<file path="config.mk">
export PLATFORM = sky130hd
export DESIGN_NAME = dma_xfer_stager
export DESIGN_NICKNAME = d
export VERILOG_FILES = /design/src/rtl/stg_pkg.sv /design/src/rtl/stg_lane_merge.sv /design/src/rtl/stg_lane_pick.sv /design/src/rtl/stg_fast_pacer.sv /design/src/rtl/dma_xfer_stager.sv
export SDC_FILE = /design/constraint.sdc
export NUM_CORES = 1
export LEC_CHECK = 0
export BUFFER_PORTS_ARGS = -buffer_cell sky130_fd_sc_hd__buf_2
export CORE_ASPECT_RATIO = 0.8
export CORE_MARGIN = 2
export CORE_UTILIZATION = 45
export CTS_BUF_LIST = sky130_fd_sc_hd__clkbuf_16
export DETAILED_ROUTE_END_ITERATION = 8
export MAX_ROUTING_LAYER = met4
export PLACE_DENSITY_LB_ADDON = 0.25
export REMOVE_ABC_BUFFERS = 1
export SLEW_MARGIN = 0
export SYNTH_ARGS = -nofsm -noshare
export SYNTH_HDL_FRONTEND = slang
export SYNTH_SLANG_ARGS = --single-unit
</file>
<file path="constraint.sdc">
create_clock -name clk -period 3.6 [get_ports clk]
set_input_delay 0.36 -clock clk [delete_from_list [all_inputs] [get_ports clk]]
set_output_delay 0.36 -clock clk [all_outputs]
set_load 0.005 [all_outputs]
</file>
<file path="src/rtl/stg_pkg.sv">
package stg_pkg;
  typedef enum logic [1:0] {
    ST_IDLE  = 2'd0,
    ST_FLUSH = 2'd1,
    ST_FILL  = 2'd2
  } stg_state_e;

  localparam int unsigned LANES = 4;
endpackage

</file>
<file path="src/rtl/stg_lane_merge.sv">
// Merges one byte or word from the device into the staging lanes.
module stg_lane_merge #(
  parameter int unsigned LANES = 4
) (
  input  logic [$clog2(LANES)-1:0] lane,
  input  logic                     word,
  input  logic [15:0]              wdata,
  input  logic [8*LANES-1:0]       old_data,
  input  logic [LANES-1:0]         old_be,
  output logic [8*LANES-1:0]       new_data,
  output logic [LANES-1:0]         new_be
);
  localparam int unsigned LW = $clog2(LANES);

  logic [LW-1:0] hi_lane;
  assign hi_lane = lane + LW'(1);

  for (genvar g = 0; g < LANES; g++) begin : g_lane
    logic sel_lo, sel_hi;
    assign sel_lo = (lane == LW'(g));
    assign sel_hi = word && (hi_lane == LW'(g));
    assign new_data[8*g +: 8] = sel_lo ? wdata[7:0] :
                                sel_hi ? wdata[15:8] : old_data[8*g +: 8];
    assign new_be[g] = old_be[g] | sel_lo | sel_hi;
  end
endmodule

</file>
<file path="src/rtl/stg_lane_pick.sv">
// Selects the byte or word the device reads out of the staging lanes.
module stg_lane_pick #(
  parameter int unsigned LANES = 4
) (
  input  logic [8*LANES-1:0]       data,
  input  logic [$clog2(LANES)-1:0] lane,
  input  logic                     word,
  output logic [15:0]              rdata
);
  localparam int unsigned LW = $clog2(LANES);

  logic [LW-1:0] hi_lane;
  logic [7:0]    lo_b, hi_b;

  assign hi_lane = lane + LW'(1);
  assign lo_b    = data[{lane, 3'b000} +: 8];
  assign hi_b    = data[{hi_lane, 3'b000} +: 8];
  assign rdata   = {word ? hi_b : 8'h00, lo_b};
endmodule

</file>
<file path="src/rtl/stg_fast_pacer.sv">
// Spaces acknowledge pulses on the motherboard-device request lines.
module stg_fast_pacer #(
  parameter int unsigned NCH     = 3,
  parameter int unsigned MIN_GAP = 3
) (
  input  logic           clk,
  input  logic           rst_n,
  input  logic [NCH-1:0] req,
  output logic [NCH-1:0] ack_n
);
  localparam int unsigned CW = (MIN_GAP < 2) ? 1 : $clog2(MIN_GAP);
  localparam logic [CW-1:0] RELOAD = CW'(MIN_GAP - 1);

  logic [NCH-1:0] ak_q, ak_d, pick;
  logic [CW-1:0]  cnt_q, cnt_d;

  assign pick = req & (~req + NCH'(1));

  always_comb begin
    ak_d  = '0;
    cnt_d = cnt_q;
    if (cnt_q != '0) begin
      cnt_d = cnt_q - CW'(1);
    end else if (|req) begin
      ak_d  = pick;
      cnt_d = RELOAD;
    end
  end

  always_ff @(posedge clk or negedge rst_n) begin
    if (!rst_n) begin
      ak_q  <= '0;
      cnt_q <= '0;
    end else begin
      ak_q  <= ak_d;
      cnt_q <= cnt_d;
    end
  end

  assign ack_n = ~ak_q;
endmodule

</file>
<file path="src/rtl/dma_xfer_stager.sv">
module dma_xfer_stager
  import stg_pkg::*;
#(
  parameter int unsigned ADDR_W  = 24,
  parameter int unsigned CH_W    = 3,
  parameter int unsigned NCH     = 3,
  parameter int unsigned MIN_GAP = 3
) (
  input  logic              clk,
  input  logic              rst_n,
  input  logic              dev_req,
  input  logic              dev_wr,
  input  logic              dev_word,
  input  logic              dev_tc,
  input  logic [CH_W-1:0]   dev_chan,
  input  logic [ADDR_W-1:0] dev_addr,
  input  logic [15:0]       dev_wdata,
  output logic              dev_ack,
  output logic [15:0]       dev_rdata,
  output logic              mem_req,
  output logic              mem_we,
  output logic [ADDR_W-3:0] mem_addr,
  output logic [3:0]        mem_be,
  output logic [31:0]       mem_wdata,
  input  logic [31:0]       mem_rdata,
  input  logic              mem_done,
  input  logic              mem_abort,
  input  logic [NCH-1:0]    mb_req,
  output logic [NCH-1:0]    mb_ack_n
);
  localparam int unsigned DW_W = ADDR_W - 2;

  // reset: asserted asynchronously, released on the clock
  logic rs_meta, srst_n;
  always_ff @(posedge clk or negedge rst_n) begin
    if (!rst_n) begin
      rs_meta <= 1'b0;
      srst_n  <= 1'b0;
    end else begin
      rs_meta <= 1'b1;
      srst_n  <= rs_meta;
    end
  end

  stg_state_e            st_q, st_d;
  logic [8*LANES-1:0]    buf_data_q, buf_data_d;
  logic [LANES-1:0]      buf_be_q, buf_be_d;
  logic [DW_W-1:0]       buf_dw_q;
  logic [CH_W-1:0]       buf_ch_q;
  logic                  buf_rd_q, buf_rd_d;
  logic                  data_en, be_en, tag_en, rd_en;

  logic [DW_W-1:0]       req_dw;
  logic [1:0]            lane;
  logic                  same_blk, need_flush, rd_hit, in_idle, mem_end;
  logic                  wr_take, rd_take, rd_miss;
  logic [8*LANES-1:0]    mrg_data;
  logic [LANES-1:0]      mrg_be;

  assign req_dw     = dev_addr[ADDR_W-1:2];
  assign lane       = dev_addr[1:0];
  assign in_idle    = (st_q == ST_IDLE);
  assign mem_end    = mem_done || mem_abort;
  assign same_blk   = (req_dw == buf_dw_q) && (dev_chan == buf_ch_q);
  assign need_flush = (|buf_be_q) && (!dev_wr || !same_blk);
  assign rd_hit     = buf_rd_q && same_blk;
  assign wr_take    = in_idle && dev_req && dev_wr && !need_flush;
  assign rd_take    = in_idle && dev_req && !dev_wr && !need_flush && rd_hit;
  assign rd_miss    = in_idle && dev_req && !dev_wr && !need_flush && !rd_hit;

  stg_lane_merge #(.LANES(LANES)) u_merge (
    .lane     (lane),
    .word     (dev_word),
    .wdata    (dev_wdata),
    .old_data (buf_data_q),
    .old_be   (buf_be_q),
    .new_data (mrg_data),
    .new_be   (mrg_be)
  );

  stg_lane_pick #(.LANES(LANES)) u_pick (
    .data  (buf_data_q),
    .lane  (lane),
    .word  (dev_word),
    .rdata (dev_rdata)
  );

  stg_fast_pacer #(.NCH(NCH), .MIN_GAP(MIN_GAP)) u_pacer (
    .clk   (clk),
    .rst_n (srst_n),
    .req   (mb_req),
    .ack_n (mb_ack_n)
  );

  // next state
  always_comb begin
    st_d = st_q;
    unique case (st_q)
      ST_IDLE: begin
        if (dev_req && need_flush)                  st_d = ST_FLUSH;
        else if (wr_take && ((&mrg_be) || dev_tc))  st_d = ST_FLUSH;
        else if (rd_miss)                           st_d = ST_FILL;
      end
      ST_FLUSH: if (mem_end) st_d = ST_IDLE;
      ST_FILL:  if (mem_end) st_d = ST_IDLE;
      default:  st_d = ST_IDLE;
    endcase
  end

  // buffer next values and enables
  always_comb begin
    data_en    = wr_take || ((st_q == ST_FILL) && mem_end);
    buf_data_d = wr_take ? mrg_data : mem_rdata;
    be_en      = wr_take || ((st_q == ST_FLUSH) && mem_end);
    buf_be_d   = wr_take ? mrg_be : '0;
    tag_en     = wr_take || rd_miss;
    rd_en      = wr_take || ((st_q == ST_FILL) && mem_end) || (rd_take && dev_tc);
    buf_rd_d   = (st_q == ST_FILL);
  end

  always_ff @(posedge clk or negedge srst_n) begin
    if (!srst_n) st_q <= ST_IDLE;
    else         st_q <= st_d;
  end

  always_ff @(posedge clk or negedge srst_n) begin
    if (!srst_n) begin
      buf_data_q <= '0;
      buf_be_q   <= '0;
      buf_dw_q   <= '0;
      buf_ch_q   <= '0;
      buf_rd_q   <= 1'b0;
    end else begin
      if (data_en) buf_data_q <= buf_data_d;
      if (be_en)   buf_be_q   <= buf_be_d;
      if (tag_en) begin
        buf_dw_q <= req_dw;
        buf_ch_q <= dev_chan;
      end
      if (rd_en)   buf_rd_q   <= buf_rd_d;
    end
  end

  assign dev_ack   = wr_take || rd_take;
  assign mem_req   = !in_idle;
  assign mem_we    = (st_q == ST_FLUSH);
  assign mem_addr  = buf_dw_q;
  assign mem_be    = (st_q == ST_FLUSH) ? buf_be_q : 4'hF;
  assign mem_wdata = buf_data_q;
endmodule

</file>
==> results.md, run 1 <==
- Outcome: completed
- Synth area leader: dfrtp_1
- R2R setup slack: between 0.3 and 0.4 ns
- Critical path startpoint category: flip-flop
- Worst r2r src: mem_addr[2]
- Sequential share of the synthesized area: approximately 40%
- Clock skew: between 0.005 and 0.006 ns
- Synth Cell Area: 4360 um2
- Synth area leaders: dfrtp_1 41%, mux2i_1 8.5%, mux4_2 8.3%, a222oi_1 7.3%, mux2_2 7.0%
- Mapped Avg Cell Area: 11.4 um2
- Maximum root-to-sink buffer count: 2
- CP Max Fanout: 8
- Clk Latency, worst-skew pair: 0.32 ns
- Layout cells sized above 1: about 43%
- DRC Markers: 0
- DIE HEIGHT: slightly above 90 um
- Core Area: 9530 um2
- Crit-path max cell delay: 0.81 ns
- Post-placement cell count: 655
- Starting Density: a little under half
- Nets@finish: 647
- FF-to-FF End: mem_wdata[8]
- Netlist cell types: 39
- Reg clk slew, reported paths: 0.06 ns
- RD Place Congestion: 0.902
- Slew @ Worst Pin: 1.26 ns
- Area grow syn2layout: 29.3%
- Num CTS Buffers: 9
- Switching portion of total power: 34.3%
- Post-route ant nets: 0
- Post-synth ARST share: 100%
- Share of the synthesized area in the top cell type: 40.7%
- Top-count cell post-synth: inv_1
- Antenna violations before repair: 0
- Crit path DAT: 3.40 ns
- Largest net degree at the start of global routing: 39
- Non-Filler Instances: 672
- Via density: around 5.5
- Period utilization: 90.8%
- Crit path cell chain: xor2_1 > nor4_1 > nand4_1 > nor4_4 > o2111ai_2 > buf_4 > mux2i_1 > a222oi_1
- Setup TNS: 0 ns
- RSZ-0062 raised after global routing: false
- Part of the power in the clock network: 23.1%
- Hold path depth: 2
- Max_cap viols: 0
- Post-synth EDFFs: 0
- IO buf count: 165
- Ports: around 170
- Total track usage: 24.0%
- Net Switching: about 1.5 mW
- Routed len/inst: roughly 18 um
- Rel. slew slack: between 10% and 20%
- Top FF cell, synth: dfrtp_1
- First-pass GRT wire length: 19.0 mm
- Vias in the first global route: about 3,700
- Gate power share: 41.8%
- Power Dens Cells: 766 nW/um2
- Critical Path RT: 3.73 ns
- Top cells by count, synth: 74 x inv_1, 71 x dfrtp_1, 37 x mux2i_1, 32 x a222oi_1, 27 x mux2_2
- CP Capture Type: flip-flop
- Total Wirelength: 12.2 mm
- Setup Buffers After CTS: 0
- First-pass DRT Iterations: 8
- Final hold vios: 0
- Tmin final: 3.27 ns
- Diodes inserted: 0
- Leak pwr: 2.93 nW
- Sequential share of power: 35.1%
- Overflow after GRT: 0
- Cell-internal power: approximately 2.8 mW
- CTS root buffer: clkbuf_16
- Crit path to: mem_wdata[8]
- Via count: 3,679
- Htree depth: 3
- # setup viols final: 0
- Detail Placement HPWL: 8.94 mm
- Final WS setup: between 0.3 and 0.4 ns
- Clock sinks: 71
- Worst Setup SP: mem_addr[2]
- Critical Path Slowest Stage Cell: mux2i_1
- CTS tree: yes
- Crit path kind: reg2reg
- Max-slew violations: 0
- Die footprint: 10,500 um2
- Overall die width: about 110 um
- Iteration-0 DRC Markers: 322
- Synth Warn #: 0
- Synth Instances: 382
- Pwr Total: 4.32 mW
- Hold Crit Class: in2reg
- Worst slack at placement: 0.297 ns
- Flops & latches, synth: 71
- Row count: 32
- Worst reg-to-reg path cell count: 8
- Max IR drop VDD: 0.000289 V
- Max Clk Rate: between 0.3 and 0.4 GHz
## through the flow
stage / util [%] / hold slack, ns / area (um2)
2_1_floorplan: - / 0.0644 / 4250
3_3_place_gp: 55.6 / 0.146 / 5290
3_5_place_dp: 55.6 / 0.151 / 5290
4_1_cts: 59.2 / 0.214 / 5640
5_1_grt: 59.2 / 0.222 / 5640
6_report: 59.2 / 0.229 / 5640
## layer usage
layer / GRT usage [%] / routed length (um) / up-vias
li1: - / - / 1705
met1: 31.5 / 5110 / 1827
met2: 38.5 / 6220 / 137
met3: 5.02 / 804 / 10
met4: 5.69 / 96 / 0
met5: - / 0 / -
## worst max-delay path, delay by kind of cell, from the launching register on
kind                   cells  cell delay, ns
AND/OR/NAND/NOR            3            1.08
multiplexers               1            0.81
flip-flops                 1            0.40
AO/OA/AOI/OAI              2            0.39
buffers and inverters      1            0.23
XOR/XNOR                   1            0.16
## flip-flops by register name, indices dropped and copies added, names as in the netlist, 2 cells and up
name and count:
mem_wdata 32, st_q 2, u_pacer.ak_q 3, buf_ch_q 3
buf_be_q 4, u_pacer.cnt_q 2, mem_addr 22
## layout make-up
class | count | area [um2]
clock buffers | 9 | 225
clock inverters | 7 | 111
fillers | 842 | 3890
inverters | 74 | 278
multi-input cells | 217 | 2200
flip-flops and latches | 71 | 1780
well taps | 119 | 149
repair buffers | 175 | 903
## layout by cell type, fill, tap and decap left out, types with 6 or more instances in the layout
| cell | count |
|---|---|
| mux2_2 | 27 |
| inv_1 | 74 |
| buf_4 | 9 |
| xnor2_1 | 11 |
| clkbuf_16 | 9 |
| ha_1 | 13 |
| dfrtp_1 | 70 |
| and2_1 | 10 |
| xor2_1 | 14 |
| a21o_1 | 6 |
| mux2i_1 | 37 |
| mux4_2 | 16 |
| buf_2 | 165 |
| a222oi_1 | 32 |
## power by group through the flow
| stage | Sequential [mW] | Combinational [mW] | Clock [mW] |
|---|---|---|---|
| 2_1_floorplan | 1.47 | 1.07 | 0 |
| 3_3_place_gp | 1.50 | 1.75 | 0 |
| 3_5_place_dp | 1.52 | 1.81 | 0 |
| 4_1_cts | 1.51 | 1.82 | 1.03 |
| 5_1_grt | 1.57 | 1.99 | 1.06 |
| 6_report | 1.52 | 1.81 | 1.00 |
## cell families (layout without fill, tap and decap cells)
kind of cell,after synthesis,after routing,synth area share (%)
flip-flops,71,71,40.7
AO/OA/AOI/OAI,53,53,11.1
buffers and inverters,94,265,8.92
AND/OR/NAND/NOR,45,45,6.65
other,1,1,0.0860
XOR/XNOR,25,25,5.02
adder cells (fa/ha/maj),13,13,3.73
multiplexers,80,80,23.7
## how the worst min path moves through the flow
stage,start,to,slack [ns]
global route,mb_req[1],u_pacer.ak_q[2],0.22
finish,mb_req[1],u_pacer.ak_q[2],0.23
CTS,mb_req[1],u_pacer.ak_q[2],0.21
detailed placement,rst_n,rs_meta,0.15
floorplan,rst_n,rs_meta,0.06
global placement,rst_n,rs_meta,0.15
## what timing repair did
item / 4_1_cts / 5_1_grt
resized for setup: 0 / 0
endpoints found under the hold margin: 2 / 0
hold buffers: 1 / 0
No activity file was read; power rests on OpenSTA's default activity.
==> inputs of run 2 (changes only) <==
--- a/config.mk
+++ b/config.mk
@@ -5,6 +5,7 @@
 export SDC_FILE = /design/constraint.sdc
 export NUM_CORES = 1
 export LEC_CHECK = 0
+export ABC_AREA = 1
 export BUFFER_PORTS_ARGS = -buffer_cell sky130_fd_sc_hd__buf_2
 export CORE_ASPECT_RATIO = 0.8
 export CORE_MARGIN = 2
==> run 2 against run 1 <==
  * Synthesized area is 7.2% higher
  * Utilization is 1.6 points lower
  * Clock skew is 0.0031 ns higher
  * Via count is 32% higher
  * Clock power is 5% lower
  * Cell area is 4.2% higher
  * Wire length is 16% higher
  * Power is 0.22% lower
  * Largest power group unchanged
==> results.md, run 2 <==
- Outcome: completed (unchanged)
- Crit path kind: in2out (was reg2reg)
- Clk Latency, worst-skew pair: 0.34 ns (was 0.32 ns)
- Critical Path RT: 3.24 ns (was 3.73 ns)
- First-pass GRT wire length: 22.3 mm (was 19.0 mm)
- Starting Density: 45.9% (was 45.8%)
- Max Clk Rate: 0.359 GHz (was 0.306 GHz)
- Net Switching: 1.80 mW (was 1.48 mW)
- Num CTS Buffers: 9 (unchanged)
- Synth area leaders: dfrtp_1 38%, nand2_1 18%, mux2i_1 6.8%, nor2_1 4.8%, o21ai_1 4.5% (was dfrtp_1 41%, mux2i_1 8.5%, mux4_2 8.3%, a222oi_1 7.3%, mux2_2 7.0%)
- Hold path depth: 2 (unchanged)
- Top FF cell, synth: dfrtp_1 (unchanged)
- Netlist cell types: 30 (was 39)
- Nets@finish: 903 (was 647)
- IO buf count: 165 (unchanged)
- Ports: 166 (unchanged)
- Antenna violations before repair: 0 (unchanged)
- Cell-internal power: 2.52 mW (was 2.84 mW)
- CTS root buffer: clkbuf_16 (unchanged)
- Via density: 5.13 (was 5.47)
- R2R setup slack: 1.23 ns (was 0.33 ns)
- Total track usage: 26.1% (was 24.0%)
- Post-route ant nets: 0 (unchanged)
- CTS tree: yes (unchanged)
- Mapped Avg Cell Area: 7.22 um2 (was 11.4 um2)
- Clock skew: 0.00896 ns (was 0.00585 ns)
- Routed len/inst: 15.0 um (was 18.2 um)
- Reg clk slew, reported paths: 0.06 ns (about the same)
- Via count: 4,873 (was 3,679)
- Part of the power in the clock network: 22.0% (was 23.1%)
- Hold EP: u_pacer.ak_q[1] (was u_pacer.ak_q[2])
- CTS Hold Buffers Added: 1 (unchanged)
- Sequential share of power: 34.7% (was 35.1%)
- Post-Layout Inst Area: 5880 um2 (was 5640 um2)
- Max FFs per register: 32 (unchanged)
- Slew @ Worst Pin: 0.898 ns (was 1.26 ns)
- Sequential share of the synthesized area: 38.0% (was 40.7%)
- Top cells by count, synth: 229 x nand2_1, 71 x dfrtp_1, 60 x nor2_1, 42 x o21ai_1 (was 74 x inv_1, 71 x dfrtp_1, 37 x mux2i_1, 32 x a222oi_1, 27 x mux2_2)
- Crit path DAT: 2.43 ns (was 3.40 ns)
- Detail Placement HPWL: 10.4 mm (was 8.94 mm)
- Commonest cells after routing, fill and taps aside: 229 x nand2_1, 165 x buf_2, 70 x dfrtp_1 (was 165 x buf_2, 74 x inv_1, 70 x dfrtp_1)
- Row count: 33 (was 32)
- DIE HEIGHT: 95.2 um (was 92.1 um)
- Hold Slack: 0.200 ns (was 0.229 ns)
- Area grow syn2layout: 25.7% (was 29.3%)
- CP Capture Type: primary output (was flip-flop)
- Share of the synthesized area in the top cell type: 38.0% (was 40.7%)
- Layout cells sized above 1: 25.2% (was 43.4%)
- First-pass DRT Iterations: 5 (was 8)
- Final hold vios: 0 (unchanged)
- Switching portion of total power: 41.7% (was 34.3%)
- Diodes inserted: 0 (unchanged)
- Worst r2r src: mem_addr[0] (was mem_addr[2])
- Setup TNS: 0 ns (unchanged)
- Setup Buffers After CTS: 0 (unchanged)
- Maximum root-to-sink buffer count: 2 (unchanged)
- Worst slack at placement: 0.935 ns (was 0.297 ns)
- Min-delay src: mb_req[0] (was mb_req[1])
- Synth area leader: dfrtp_1 (unchanged)
- Iteration-0 DRC Markers: 460 (was 322)
- Core Area: 10,200 um2 (was 9530 um2)
- Vias in the first global route: 4,489 (was 3,666)
- Worst reg-to-reg path cell count: 13 (was 8)
- Synth Warn #: 0 (unchanged)
- CP Max Fanout: 13 (was 8)
- Top-count cell post-synth: nand2_1 (was inv_1)
- Most common cell after layout, fill and taps aside: nand2_1 (was buf_2)
- Period utilization: 77.4% (was 90.8%)
- Htree depth: 3 (unchanged)
- Die footprint: 11,200 um2 (was 10,500 um2)
- Post-CTS Resized: 0 (unchanged)
- FF-to-FF End: mem_wdata[21] (was mem_wdata[8])
- Max IR drop VDD: 0.000293 V (was 0.000289 V)
- Post-synth ARST share: 100% (unchanged)
- # setup viols final: 0 (unchanged)
- Overflow after GRT: 0 (unchanged)
- RSZ-0062 raised after global routing: false (unchanged)
- Critical path startpoint category: input port (was flip-flop)
- DRC Markers: 0 (unchanged)
- Clock sinks: 71 (unchanged)
- Post-layout util: 57.6% (was 59.2%)
- Total Wirelength: 14.2 mm (was 12.2 mm)
- Overall die width: 118 um (was 114 um)
- Max_cap viols: 0 (unchanged)
- Final WS setup: 0.812 ns (was 0.331 ns)
- Power Dens Cells: 734 nW/um2 (was 766 nW/um2)
- Synth Instances: 648 (was 382)
- Tmin final: 2.79 ns (was 3.27 ns)
- Area post-placement: 5560 um2 (was 5290 um2)
- Hold Crit Class: in2reg (unchanged)
- RD Place Congestion: 0.916 (was 0.902)
- Gate power share: 43.3% (was 41.8%)
- Max-slew violations: 0 (unchanged)
- Rel. slew slack: 40.2% (was 16.2%)
- Synth Cell Area: 4680 um2 (was 4360 um2)
- Flops & latches, synth: 71 (unchanged)
- Post-synth EDFFs: 0 (unchanged)
- Largest net degree at the start of global routing: 70 (was 39)
- Leak pwr: 3.23 nW (was 2.93 nW)
-- run 2: kinds of logic after synthesis --
logic type,count (synthesis),synth area share [%]
multiplexers,32,6.85
flip-flops,71,38.0
other,1,0.0802
AND/OR/NAND/NOR,343,30.3
AO/OA/AOI/OAI,100,11.0
XOR/XNOR,17,3.18
buffers and inverters,71,7.09
adder cells (fa/ha/maj),13,3.48
-- run 2: area by class of cell --
| type | instances | area, um2 |
|---|---|---|
| inverter | 46 | 178 |
| clock buffer | 9 | 225 |
| clock inverter | 7 | 87.6 |
| sequential | 71 | 1780 |
| timing repair buffer | 170 | 866 |
| tap | 140 | 175 |
| multi-input combinational | 506 | 2570 |
| fill | 987 | 4320 |
-- run 2: worst max-delay path: stages --
cell and delay [ns]:
buf_2 0.25, clkinv_1 0.38, ha_1 0.61, inv_1 0.24
nor2_1 0.16, o21ai_0 0.11, a21oi_1 0.17, buf_2 0.14
-- run 2: routing by layer --
metal | wire (um) | global-route usage (%)
met1 | 6380 | 34.3
met2 | 6660 | 40.4
met3 | 892 | 5.50
met4 | 297 | 9.54
met5 | 0 | -
-- run 2: power groups by stage --
| stage | clock network [mW] | logic (mW) | registers, mW |
|---|---|---|---|
| floorplan | 0 | 1.09 | 1.46 |
| global placement | 0 | 1.81 | 1.48 |
| detailed placement | 0 | 1.86 | 1.50 |
| CTS | 0.960 | 1.88 | 1.49 |
| global route | 0.996 | 2.13 | 1.54 |
| finish | 0.950 | 1.87 | 1.50 |
-- run 2: how the worst max path moves through the flow --
stage                     cells after the start             to          from
after global routing                          8  dev_rdata[11]   dev_addr[1]
after CTS                                     8  dev_rdata[14]   dev_addr[1]
final                                         8  dev_rdata[14]   dev_addr[1]
after global placement                        8  dev_rdata[13]   dev_addr[1]
after detailed placement                      8  dev_rdata[14]   dev_addr[1]
after floorplan                              10   mem_addr[10]  mem_addr[14]
-- run 2: through the flow --
| step | std cells | power (mW) |
|---|---|---|
| 2_1_floorplan | 623 | 2.55 |
| 3_3_place_gp | 932 | 3.29 |
| 3_5_place_dp | 932 | 3.36 |
| 4_1_cts | 949 | 4.33 |
| 5_1_grt | 949 | 4.66 |
| 6_report | 949 | 4.31 |
==> inputs of run 3 (changes only) <==
==> constraint.sdc (replaced) <==
create_clock -name clk -period 2.3 [get_ports clk]
set_input_delay 0.23 -clock clk [delete_from_list [all_inputs] [get_ports clk]]
set_output_delay 0.23 -clock clk [all_outputs]
set_load 0.005 [all_outputs]
==> run 3 against run 2 <==
  * Sequential share of layout area is 1.0 points lower
  * Hold slack worse by 0.11 ns
  * Combinational power is 63% higher
  * Setup slack worse by 0.72 ns
  * Global-route usage is 0.18 points lower
  * Sequential power is 56% higher
  * Cell count is 2.0% higher
  * Via count is 2.8% higher
  * Wire length is 3.3% higher
  * Highest routed layer unchanged
==> results.md, run 3 (synthesis gave the netlist of run 2 again) <==
- Outcome: completed (unchanged)
- Most common cell after layout, fill and taps aside: nand2_1 (unchanged)
- Period utilization: 95.8%
- Total track usage: 26.0% (was 26.1%)
- Hold Slack: 0.0865 ns (was 0.200 ns)
- CTS root buffer: clkbuf_16 (unchanged)
- Clock skew: 0.00710 ns (was 0.00896 ns)
- Antenna violations before repair: 0 (unchanged)
- Crit path kind: reg2out (was in2out)
- Critical Path Slowest Stage Cell: dfrtp_1 (was ha_1)
- DRC Markers: 0 (unchanged)
- Nets@finish: 922 (was 903)
- Largest net degree at the start of global routing: 41 (was 70)
- Iteration-0 DRC Markers: 350 (was 460)
- Max_cap viols: 0 (unchanged)
- Clk Latency, worst-skew pair: 0.33 ns (was 0.34 ns)
- Routed len/inst: 15.2 um (was 15.0 um)
- Worst slack at placement: 0.185 ns (was 0.935 ns)
- Core Area: 10,200 um2 (unchanged)
- Met3 usage: 4.31% (was 5.50%)
- Crit path cell chain: xnor2_1 > nand2_1 > nor2_1 > nand2_1 > nor2_4 > nand3_2 > nand2_4 > nand2_8 > buf_12 > nand2_1 > buf_2 (was buf_2 > clkinv_1 > ha_1 > inv_1 > nor2_1 > o21ai_0 > a21oi_1 > buf_2)
- Ports: 166 (unchanged)
- Diodes inserted: 0 (unchanged)
- Top cell by count, worst path: nand2_1 (was buf_2)
- Bufs and invs on worst path: 2 (was 4)
- Row count: 33 (unchanged)
- Final hold vios: 0 (unchanged)
- Grt met2 use: 41.2% (was 40.4%)
- Post-layout util: 59.6% (was 57.6%)
- Detail Placement HPWL: 10.8 mm (was 10.4 mm)
- Final WS setup: 0.0963 ns (was 0.812 ns)
- Max FFs per register: 32 (unchanged)
- Area post-placement: 5690 um2 (was 5560 um2)
- Starting Density: 45.9% (unchanged)
- IO buf count: 165 (unchanged)
- Rel. slew slack: 65.7% (was 40.2%)
- Crit path DAT: 1.97 ns (was 2.43 ns)
- Power Dens Cells: 1120 nW/um2 (was 734 nW/um2)
- Vias in the first global route: 4,497 (was 4,489)
- Critical path startpoint category: flip-flop (was input port)
- Slew @ Worst Pin: 0.514 ns (was 0.898 ns)
- Max-slew violations: 0 (unchanged)
- Post-Layout Inst Area: 6080 um2 (was 5880 um2)
- CTS tree: yes (unchanged)
- Pwr Total: 6.78 mW (was 4.31 mW)
- Via density: 5.17 (was 5.13)
- Max IR drop VDD: 0.000478 V (was 0.000293 V)
- CP delay by family, top: simple AND/OR/NAND/NOR gates (was buffers and inverters)
- # setup viols final: 0 (unchanged)
- Setup TNS: 0 ns (unchanged)
- CP Capture Type: primary output (unchanged)
- CP Max Fanout: 7 (was 13)
- Overflow after GRT: 0 (unchanged)
- Total Wirelength: 14.7 mm (was 14.2 mm)
- Crit-path max cell delay: 0.40 ns (was 0.61 ns)
- Num CTS Buffers: 9 (unchanged)
- Clock sinks: 71 (unchanged)
- Max Clk Rate: 0.454 GHz
- Hold Crit Class: in2reg (unchanged)
- Layout cells sized above 1: 27.3% (was 25.2%)
- Reg clk slew, reported paths: 0.06 ns (about the same)
- GR peak layer: met2 (unchanged)
- Critical Path RT: 2.07 ns (was 3.24 ns)
- RSZ-0062 raised after global routing: true (was false)
- Die footprint: 11,200 um2 (unchanged)
- Tmin final: approximately 2.2 ns
- Post-route ant nets: 0 (unchanged)
- Overall die width: 118 um (unchanged)
- Via count: 5,008 (was 4,873)
- Leak pwr: 3.33 nW (was 3.23 nW)
- DIE HEIGHT: 95.2 um (unchanged)
- Area grow syn2layout: 30.0% (was 25.7%)
- Post-placement cell count: 946 (was 932)
- Met1 Usage GRT: 34.6% (was 34.3%)
- First-pass GRT wire length: 22.2 mm (was 22.3 mm)
- Non-Filler Instances: 968 (was 949)
- R2R setup slack: 0.14 ns (was 1.23 ns)
- Htree depth: 3 (unchanged)
- Maximum root-to-sink buffer count: 2 (unchanged)
- First-pass DRT Iterations: 7 (was 5)
- RD Place Congestion: 0.893 (was 0.916)
- Commonest cells after routing, fill and taps aside: 229 x nand2_1, 165 x buf_2, 70 x dfrtp_1 (unchanged)
[run 3: area by class of cell]
type                       instances  area (um2)
clock buffer                       9         225
clock inverter                     7        72.6
fill                             957        4120
inverter                          46         178
multi-input combinational        506        2590
sequential                        71        1780
tap                              140         175
timing repair buffer             189        1060
[run 3: worst register-to-register path: cells and delay by family, from the launching register on]
| family | cells | cell delay [ns] |
|---|---|---|
| buffers and inverters | 1 | 0.21 |
| DFF | 1 | 0.40 |
| xor gates and xnor gates | 1 | 0.17 |
| and+or+nand+nor | 10 | 1.28 |
[run 3: final timing paths]
kind,depth (start not counted),end,from
max,11,dev_ack,mem_addr[0]
min in group asynchronous,2,rs_meta,rst_n
min,2,u_pacer.ak_q[1],mb_req[0]
max reg2reg,12,mem_wdata[30],mem_addr[0]
min reg2reg,0,u_pacer.ak_q[1],srst_n
max in group asynchronous,1,mem_wdata[8],srst_n
[run 3: power breakdown]
group | total, mW | switching (mW) | leakage, nW | internal [mW]
sequential | 2.34 | 0.537 | 0.888 | 1.81
clock | 1.39 | 0.550 | 0.142 | 0.841
combinational | 3.05 | 1.76 | 2.30 | 1.29
total | 6.78 | 2.85 | 3.33 | 3.94
[run 3: metal layers]
metal	part of all wire (%)	wire length (um)
met5	0	0
met2	47	6870
met1	45	6660
met3	6.7	992
met4	1.2	182
[run 3: timing repair]
| action | CTS | global route |
|---|---|---|
| setup endpoints to repair | 1 | 1 |
| setup buffers | 0 | 4 |
| endpoints found under the hold margin | 2 | 0 |
| pin swaps | 0 | 8 |
| hold buffers | 1 | 0 |
| cloned | 0 | 1 |
| resized for setup | 1 | 5 |
